File: config.mk
export PLATFORM = sky130hd
export DESIGN_NAME = i2c_stat_reg
export DESIGN_NICKNAME = d
export VERILOG_FILES = /design/src/rtl/i2c_stat_pkg.sv /design/src/rtl/stat_en_edge.sv /design/src/rtl/stat_sticky.sv /design/src/rtl/i2c_stat_reg.sv
export SDC_FILE = /design/constraint.sdc
export NUM_CORES = 1
export LEC_CHECK = 0
export BUFFER_PORTS_ARGS = -buffer_cell sky130_fd_sc_hd__buf_2
export CORE_AREA = 2 2 39 41
export CTS_CLUSTER_SIZE = 12
export DETAILED_ROUTE_END_ITERATION = 10
export DIE_AREA = 0 0 41 43
export PLACE_DENSITY = 0.53
export REMOVE_ABC_BUFFERS = 1
export SLEW_MARGIN = 30
export SYNTH_ARGS = -nofsm -noshare
export SYNTH_HDL_FRONTEND = slang
export SYNTH_SLANG_ARGS = --single-unit
File: constraint.sdc
create_clock -name clk_i -period 1.3 [get_ports clk_i]
set_input_delay 0.325 -clock clk_i [delete_from_list [all_inputs] [get_ports clk_i]]
set_output_delay 0.325 -clock clk_i [all_outputs]
set_load 0.005 [all_outputs]
File: src/rtl/i2c_stat_pkg.sv
package i2c_stat_pkg;
  localparam int STAT_W  = 8;
  localparam int LIVE_W  = 5;
  localparam int NIB_W   = 4;
  localparam int BIT_MST = 7;
  localparam int BIT_ARB = 6;
  localparam int BIT_EXT = 5;

  // Reserved-address nibble: all zeros or all ones.
  function automatic logic is_ext_nibble(input logic [NIB_W-1:0] nib);
    return (nib == {NIB_W{1'b0}}) || (nib == {NIB_W{1'b1}});
  endfunction
endpackage

File: src/rtl/stat_en_edge.sv
module stat_en_edge (
  input  logic clk_i,
  input  logic rst_i,
  input  logic en_i,
  output logic en_fall_o
);
  logic en_q;

  always_ff @(posedge clk_i) begin
    if (rst_i) en_q <= 1'b0;
    else       en_q <= en_i;
  end

  assign en_fall_o = en_q & ~en_i;

  // a fall is only reported when the enable really was high last cycle
  p_fall_prev_r8: assert property (@(posedge clk_i) disable iff (rst_i)
    en_fall_o |-> ($past(en_i) && !en_i));
endmodule

File: src/rtl/stat_sticky.sv
module stat_sticky #(
  parameter bit SET_BEATS_SOFT = 1'b0
) (
  input  logic clk_i,
  input  logic rst_i,
  input  logic set_i,
  input  logic soft_clr_i,
  input  logic hard_clr_i,
  output logic q_o
);
  logic q;

  generate
    if (SET_BEATS_SOFT) begin : g_set_first
      always_ff @(posedge clk_i) begin
        if (rst_i || hard_clr_i) q <= 1'b0;
        else if (set_i)          q <= 1'b1;
        else if (soft_clr_i)     q <= 1'b0;
      end
    end else begin : g_clr_first
      always_ff @(posedge clk_i) begin
        if (rst_i || hard_clr_i) q <= 1'b0;
        else if (soft_clr_i)     q <= 1'b0;
        else if (set_i)          q <= 1'b1;
      end
    end
  endgenerate

  assign q_o = q;

  // a hard clear always leaves the flag at zero
  p_hard_clr_r8: assert property (@(posedge clk_i) disable iff (rst_i)
    hard_clr_i |=> !q_o);
endmodule

File: src/rtl/i2c_stat_reg.sv
module i2c_stat_reg
  import i2c_stat_pkg::*;
#(
  parameter int ADDR_W = 8
) (
  input  logic              clk_i,
  input  logic              rst_i,
  input  logic              en_i,
  input  logic              start_gen_i,
  input  logic              start_det_i,
  input  logic              stop_det_i,
  input  logic              arb_lost_i,
  input  logic              bit8_rise_i,
  input  logic [ADDR_W-1:0] rx_addr_i,
  input  logic              rel_i,
  input  logic              rd_i,
  input  logic [LIVE_W-1:0] live_i,
  output logic [STAT_W-1:0] stat_o
);
  localparam int NIB_HI = ADDR_W - 1;
  localparam int NIB_LO = ADDR_W - NIB_W;

  // Named internal events
  logic en_fall;
  logic off_clr;
  logic ext_hit;
  logic mst_set, mst_clr;
  logic exc_set, exc_clr;
  logic msts, ald, exc;

  stat_en_edge u_edge (
    .clk_i    (clk_i),
    .rst_i    (rst_i),
    .en_i     (en_i),
    .en_fall_o(en_fall)
  );

  assign off_clr = ~en_i | en_fall;
  assign ext_hit = is_ext_nibble(rx_addr_i[NIB_HI:NIB_LO]);
  assign mst_set = start_gen_i;
  assign mst_clr = stop_det_i | arb_lost_i | rel_i;
  assign exc_set = bit8_rise_i & ext_hit;
  assign exc_clr = start_det_i | stop_det_i | rel_i;

  stat_sticky #(.SET_BEATS_SOFT(1'b0)) u_mst (
    .clk_i(clk_i), .rst_i(rst_i), .set_i(mst_set),
    .soft_clr_i(mst_clr), .hard_clr_i(off_clr), .q_o(msts)
  );

  stat_sticky #(.SET_BEATS_SOFT(1'b1)) u_arb (
    .clk_i(clk_i), .rst_i(rst_i), .set_i(arb_lost_i),
    .soft_clr_i(rd_i), .hard_clr_i(off_clr), .q_o(ald)
  );

  stat_sticky #(.SET_BEATS_SOFT(1'b0)) u_ext (
    .clk_i(clk_i), .rst_i(rst_i), .set_i(exc_set),
    .soft_clr_i(exc_clr), .hard_clr_i(off_clr), .q_o(exc)
  );

  always_comb begin
    stat_o          = '0;
    stat_o[BIT_MST] = msts;
    stat_o[BIT_ARB] = ald;
    stat_o[BIT_EXT] = exc;
    stat_o[LIVE_W-1:0] = live_i;
  end

  // an uncontested start makes the controller master
  p_mst_set_r2: assert property (@(posedge clk_i) disable iff (rst_i)
    (en_i && start_gen_i && !stop_det_i && !arb_lost_i && !rel_i) |=> stat_o[BIT_MST]);

  // any master clear event wins
  p_mst_clr_r3: assert property (@(posedge clk_i) disable iff (rst_i)
    (stop_det_i || rel_i) |=> !stat_o[BIT_MST]);

  // arbitration loss sets the flag and drops master status together
  p_arb_set_r4: assert property (@(posedge clk_i) disable iff (rst_i)
    (en_i && arb_lost_i) |=> (stat_o[BIT_ARB] && !stat_o[BIT_MST]));

  // a read with no new loss clears the flag one edge later
  p_arb_rdclr_r5: assert property (@(posedge clk_i) disable iff (rst_i)
    (rd_i && !arb_lost_i) |=> !stat_o[BIT_ARB]);

  // a reserved nibble on the eighth clock sets the flag
  p_ext_set_r6: assert property (@(posedge clk_i) disable iff (rst_i)
    (en_i && bit8_rise_i && ext_hit && !start_det_i && !stop_det_i && !rel_i)
      |=> stat_o[BIT_EXT]);

  // a non-reserved nibble never raises the flag
  p_ext_nohit_r6: assert property (@(posedge clk_i) disable iff (rst_i)
    (!stat_o[BIT_EXT] && !(bit8_rise_i && ext_hit)) |=> !stat_o[BIT_EXT]);

  // bus start/stop or release clear the extension flag
  p_ext_clr_r7: assert property (@(posedge clk_i) disable iff (rst_i)
    exc_clr |=> !stat_o[BIT_EXT]);

  // a low enable forces all held flags to zero
  p_off_r8: assert property (@(posedge clk_i) disable iff (rst_i)
    !en_i |=> (stat_o[BIT_MST:BIT_EXT] == 3'b000));
endmodule

### Yosys cells after proc, flatten, opt, wreduce, memory -nomap -nowiden

Cells that the tools add are included.

* word-level logic and storage cells: 21
* register bits after elaboration: 4
* output and inout port bits: 8
* input bits: 23

* muxes and demuxes: 2
* bitwise gates (word level): 8
* reduce and logical (&&, ||, !) cells: 6
* equal/unequal tests: 1

Operator list (number)
* OR 1 bit: 5
* equality test 4 bit (second input constant): 1
* zero test 4 bit: 1
* OR reduction 2 bit: 2
* bitwise AND 1 bit: 2
* logical OR 1 bit: 2
* 2-to-1 mux 1 bit: 2
* nonzero test 2 bit: 1
* NOT 1 bit: 1

### Depth between registers and ports, before layout

Gate-level depths: netlist of the first run.

* depth after elaboration: 5
* depth in mapped cells: 2
* mapped depth without buffers: 2

### Modules after synthesis

A second synthesis of the first run with hierarchy kept.

* cell total of the unflattened synthesis: 27
* area, all modules: 252.7 um^2

Modules (own cells, without submodules)
* i2c_stat_reg: instances 1, cells an instance 14, sequential area each 0.0 um^2, area each 100.1 um^2
* stat_sticky at u_ext ...: instances 2, cells an instance 3, sequential area each 20.0 um^2, area each 36.3 um^2
* stat_sticky at u_arb: instances 1, cells an instance 4, sequential area each 20.0 um^2, area each 45.0 um^2
* stat_en_edge: instances 1, cells an instance 3, sequential area each 20.0 um^2, area each 35.0 um^2

### Least setup slack after synthesis of the first run

Ideal clock, no wire load.

* path kind: input -> register
* start: input rst_i
* end: register u_ext.q (netlist: u_ext.q_o)
* library setup time: 0.103 ns
* data required time: 1.197 ns
* cell stages on the path: 2
* arrival time: 1.183 ns
* path buffers: 0
* path slack: 0.013 ns
* cell sequence: or4b_1 > a2111oi_2

* longest elaborated chain between the ends: 2

Ends and longest elaborated chain
* start, declared: line i2c_stat_reg.sv:7 `input logic rst_i,`
* logical OR 1 bit: line stat_sticky.sv:22 `if (rst_i || hard_clr_i) q <= 1'b0;`
* OR reduction 2 bit (no line)
* end signal, assigned: line stat_sticky.sv:22
* end signal, assigned: line stat_sticky.sv:23 `else if (soft_clr_i) q <= 1'b0;`
* end signal, assigned: line stat_sticky.sv:24 `else if (set_i) q <= 1'b1;`
* end, declared: line stat_sticky.sv:11 `logic q;`

Every way passes these cells.
A chain may end at the register's enable or synchronous reset.

### Final worst setup path of the first run

Same ends and word-level chain as after synthesis.

==> results of run 1 <==
[layout by cell type, fill, tap and decap left out]
cell type | synthesis | layout
nor2_1 | 2 | 2
a2111oi_2 | 1 | 1
nor2b_1 | 1 | 1
or4_1 | 1 | 1
buf_4 | 8 | 1
and2b_2 | 1 | 1
a41oi_1 | 1 | 1
o21a_1 | 1 | 1
or4b_1 | 1 | 1
clkbuf_1 | 0 | 1
dfxtp_1 | 3 | 3
buf_2 | 0 | 16
clkbuf_4 | 0 | 3
nor3_1 | 1 | 1
[sequential cells by signal (all words and copies together) (netlist names)]
signal and count:
u_mst.q_o 1, u_arb.q_o 1, u_ext.q_o 1
[metal layers]
metal,track usage,share of wire
met5,0,0
met4,0.0600,0
met1,0.0735,0.45
met3,0.115,0.28
met2,0.0563,0.27
[through the flow]
step / std cells / cell area (sq um) / util / worst slack (ps)
floorplan: 13 / 136 / - / 13.4
global placement: 46 / 244 / 0.176 / -143
detailed placement: 46 / 244 / 0.176 / -146
finish: 50 / 270 / 0.195 / 112
global route: 50 / 270 / 0.195 / 43.5
CTS: 50 / 270 / 0.195 / 103
[kinds of logic (layout without fill, tap and decap cells)]
| logic type | count (synthesis) | count (layout) | synth area share |
|---|---|---|---|
| buffers and inverters | 8 | 21 | 0.306 |
| DFF | 3 | 3 | 0.306 |
| AOI/OAI and AO/OA | 3 | 3 | 0.159 |
| and+or+nand+nor | 7 | 7 | 0.229 |
[path summary, 6_finish.rpt]
| kind | startpoint | endpoint | slack, ps |
|---|---|---|---|
| worst max-delay path | rst_i | u_ext.q_o | 110 |
| worst min-delay path | start_det_i | u_ext.q_o | 260 |
| worst max register to register | u_ext.q_o | u_ext.q_o | 440 |
| worst min register to register | u_mst.q_o | u_mst.q_o | 490 |
[worst max-delay path, cell delays in order]
cell,delay (ps)
buf_2,100
or4b_1,570
a2111oi_2,330
[power by group through the flow]
stage,sequential [mW],combinational [mW],clock [mW]
6_report,0.0949,0.0335,0.166
4_1_cts,0.0949,0.0337,0.175
5_1_grt,0.0951,0.0372,0.181
3_5_place_dp,0.0964,0.0336,0
2_1_floorplan,0.0967,0.00820,0
3_3_place_gp,0.0963,0.0326,0
[cell type report]
cell class | count | area [sq um]
fillers | 156 | 1110
repair buffers | 17 | 87.6
multi-input cells | 10 | 76.3
flip-flops and latches | 3 | 60.1
clock buffers | 4 | 26.3
well taps | 16 | 20.0
==> impl_metrics.yaml, run 1 <==
outcome:
  outcome: "finished clean"
synth:
  synth.largest_area_cell: "dfxtp_1"
  synth_top_area_frac: 0.306
  synthArstFlopShare: 0
  yosys-top-cells-area: "dfxtp_1 (31%), buf_4 (31%), a2111oi_2 (7.6%)"
  yosysWarnings: 0
  synth.ff_latch_count: 3
  syn-cell-area_sq_um: 196
  synth_edf_count: 0
  ys_seq_area_frac: 0.306
  yosysMostFrequentCell: "buf_4"
  synthFlopType: "dfxtp_1"
  ys_types: 11
  synth_commonest_cells: "buf_4 (8), dfxtp_1 (3), nor2_1 (2)"
  avgSynthCellArea_sq_um: 9.35
  syn_inst: 21
power_and_ir_drop:
  pwr-share-comb: 0.114
  p_int_uw: 230
  vdd_drop_max_uv: 292
  finalPower_uw: 294
  p_clk_frac: 0.564
  seqPwrFrac: 0.322
  p_leak_nw: 0.130
  switchingPower_uw: 63.8
  switching_share: 0.217
  cellPowerDensity_nw_per_um2: 1090
sta:
  setup_viol: 0
  finalCritPeriodShare: 0.914
  maxSlewViolCount: 0
  fmax_ghz: 0.842
  worst_hold_slack_ps: 255
  final.setup_skew_ps: 0
  fin_crit_ps: 1190
  timing.max_slew.rel_slack: 0.842
  finalSetupTns_ps: 0
  tightest_slew_ps: 236
  grt_setup_unrepaired: "false"
  hold_viol_final: 0
drt:
  routed_wl_microns: 499
  drt_pre_antenna_iters: 2
  vias_per_cell: 3.66
  ant_nets: 0
  routedWlPerCell_microns: 9.98
  vias: 183
  drt_iter0_markers: 3
  drcViolationCount: 0
grt:
  grt_remaining_overflow: 0
  antenna_found_initial: 0
  grtUsageTotal: 0.0721
  grt_max_degree: 4
  grt_pass1_wl_microns: 724
  first_global_vias: 190
clocking:
  htree_num_levels: 1
  root_buffer: "clkbuf_4"
  cts_setup_buffers: 0
  clk_pin_slew_ps: 40
  insertion_delay_ps: 230
  cts_buffer_depth: 2
  clock_sinks: 3
  tritoncts: "yes"
  cts.repair.resized: 0
  cts_buffers: 3
  cts_hold_buf: 0
setup_path:
  r2r_cells: 2
  cp-end-kind: "flip-flop"
  worst-path-max-fanout: 2
  worstSetupPathType: "input pin to flip-flop"
  worstPathArrival_ps: 1320
  required_ps: 1430
  crit_path_start_kind: "input pin"
floorplanning:
  dieArea_sq_um: 1760
  initial_utilization: 0.142
  dieWidth_microns: 41
  rows: 14
  die-height_microns: 43
  core_area_sq_um: 1380
  ios: 31
placed_design:
  io_buffers: 16
  globalplace.congestion: 0.561
cells_and_area:
  drive_gt1_frac: 0.647
  num_antenna_cells: 0
  area_delta_synth_final_pct: 37.6
  nNetsFinal: 58
worst_hold_path:
  min_path_type: "input pin to flip-flop"
  hold_path_depth: 2
job:
  max_cap_violations: 0
(Power assumes the default switching activity.)
==> run 2, diff against run 1 <==
Settings changed: ABC_AREA set to 1, PLACE_DENSITY 0.53 to 0.55.
==> run 2 against run 1 <==
  * Clock skew is the same
  * Power rose by 1.7%
  * Critical path depth down 2
  * Count of clock-buffer cells in the layout unchanged
  * Non-clock buffer count decreased by 1
  * Via count rose by 17%
  * Design area rose by 5.6%
  * Global-route usage up 0.31 points
  * Sequential power about the same
  * Critical path type is now flip-flop to primary output
  * Critical endpoint is now stat_o[5]
==> impl_metrics.yaml, run 2 <==
outcome:
  outcome: "finished clean"
setup_path:
  cp-end-kind: "primary output"
  worst-path-max-fanout: 2
  path_cells: "buf_2"
  slowest_stage: "dfxtp_1"
  crit_path_start_kind: "flip-flop"
  cp_slowest_stage_delay_ps: 320
  required_ps: 980
  crit_buf_inv: 1
  worstSetupPathType: "flip-flop to primary output"
  worstPathArrival_ps: 660
  cp_top_family: "flip-flops"
synth:
  yosys-top-cells-area: "dfxtp_1 (27%), buf_4 (27%), nor4_2 (5.7%)"
  syn-cell-area_sq_um: 219
  synth.ff_latch_count: 3
  synthFlopType: "dfxtp_1"
  synth_top_area_frac: 0.274
  synth.largest_area_cell: "dfxtp_1"
  yosysWarnings: 0
  synth_commonest_cells: "buf_4 (8), dfxtp_1 (3), inv_1 (3)"
  ys_seq_area_frac: 0.274
  synth_edf_count: 0
  ys_types: 15
  synthArstFlopShare: 0
  syn_inst: 29
  avgSynthCellArea_sq_um: 7.55
  yosysMostFrequentCell: "buf_4"
drt:
  routed_wl_microns: 486
  vias: 214
  ant_nets: 0
  drt_iter0_markers: 5
  drcViolationCount: 0
  vias_per_cell: 3.75
  routedWlPerCell_microns: 8.53
  drt_pre_antenna_iters: 2
sta:
  fmax_ghz: 1.01
  setup_viol: 0
  finalSetupTns_ps: 0
  hold_viol_final: 0
  tightest_slew_ps: 193
  finalCritPeriodShare: 0.761
  grt_setup_unrepaired: "false"
  maxSlewViolCount: 0
  fin_crit_ps: 989
  timing.max_slew.rel_slack: 0.870
  final.setup_skew_ps: 0
floorplanning:
  initial_utilization: 0.158
  dieWidth_microns: 41
  core_area_sq_um: 1380
  ios: 31
  die-height_microns: 43
  dieArea_sq_um: 1760
  rows: 14
cells_and_area:
  nNetsFinal: 65
  fin_util: 0.206
  area_delta_synth_final_pct: 30.3
  fill_cells: 163
  final_cell_mix: "buf_2 (16), inv_1 (3), clkbuf_4 (3), dfxtp_1 (3)"
  num_antenna_cells: 0
  final_common_cell: "buf_2"
  drive_gt1_frac: 0.585
clocking:
  cts.repair.resized: 0
  cts_buffer_depth: 2
  cts_setup_buffers: 0
  insertion_delay_ps: 230
  htree_num_levels: 1
  cts_hold_buf: 0
  clock_sinks: 3
  root_buffer: "clkbuf_4"
  tritoncts: "yes"
  clk_pin_slew_ps: 40
  cts_buffers: 3
grt:
  grt_remaining_overflow: 0
  grtUsageTotal: 0.0752
  first_global_vias: 220
  grt_max_degree: 3
  grt_pass1_wl_microns: 786
  antenna_found_initial: 0
placed_design:
  io_buffers: 16
  globalplace.congestion: 0.505
  hpwl_microns: 398
power_and_ir_drop:
  vdd_drop_max_uv: 174
  p_leak_nw: 0.143
  cellPowerDensity_nw_per_um2: 1050
worst_hold_path:
  min_path_type: "input pin to flip-flop"
job:
  max_cap_violations: 0
## run 2: where the power goes
part           internal [mW]  switching (mW)
registers             0.0944        0.000800
clock network          0.115          0.0479
logic                 0.0220          0.0192
total                  0.231          0.0679
## run 2: cell families (layout without fill, tap and decap cells)
group,count (synthesis),count (layout),share of synthesized area
DFF,3,3,0.274
and+or+nand+nor,10,10,0.274
buffers and inverters,12,24,0.343
AOI/OAI and AO/OA,4,4,0.109
## run 2: stage by stage
step	std cells	hold WS [ps]	power, mW	cell area (sq um)	worst slack (ps)
6_report	57	278	0.299	285	311
5_1_grt	57	275	0.331	285	252
4_1_cts	57	269	0.312	285	293
3_5_place_dp	53	449	0.138	259	430
3_3_place_gp	53	451	0.138	259	409
2_1_floorplan	21	394	0.112	159	584
## run 2: final cells by class
type                    count  area [sq um]  share of cell area
flip-flops and latches      3          60.1               0.211
multi-input cells          14          83.8               0.294
clock buffers               4          26.3              0.0921
repair buffers             16          80.1               0.281
well taps                  16          20.0              0.0702
inverters                   4          15.0              0.0526
## run 2: worst paths after layout
path | slack, ps | startpoint | endpoint | cells past startpoint
hold / removal | 280 | arb_lost_i | u_mst.q_o | 2
setup reg to reg | 640 | u_mst.q_o | u_mst.q_o | 2
hold reg to reg | 460 | u_ext.q_o | u_ext.q_o | 2
setup / recovery | 310 | u_ext.q_o | stat_o[5] | 1
## run 2: metal layers
metal	GRT usage	up-vias	share of wire
met5	0	-	0
met4	0.0800	0	0
met3	0.0785	0	0.17
met2	0.0844	17	0.44
met1	0.0673	90	0.38
li1	-	107	-
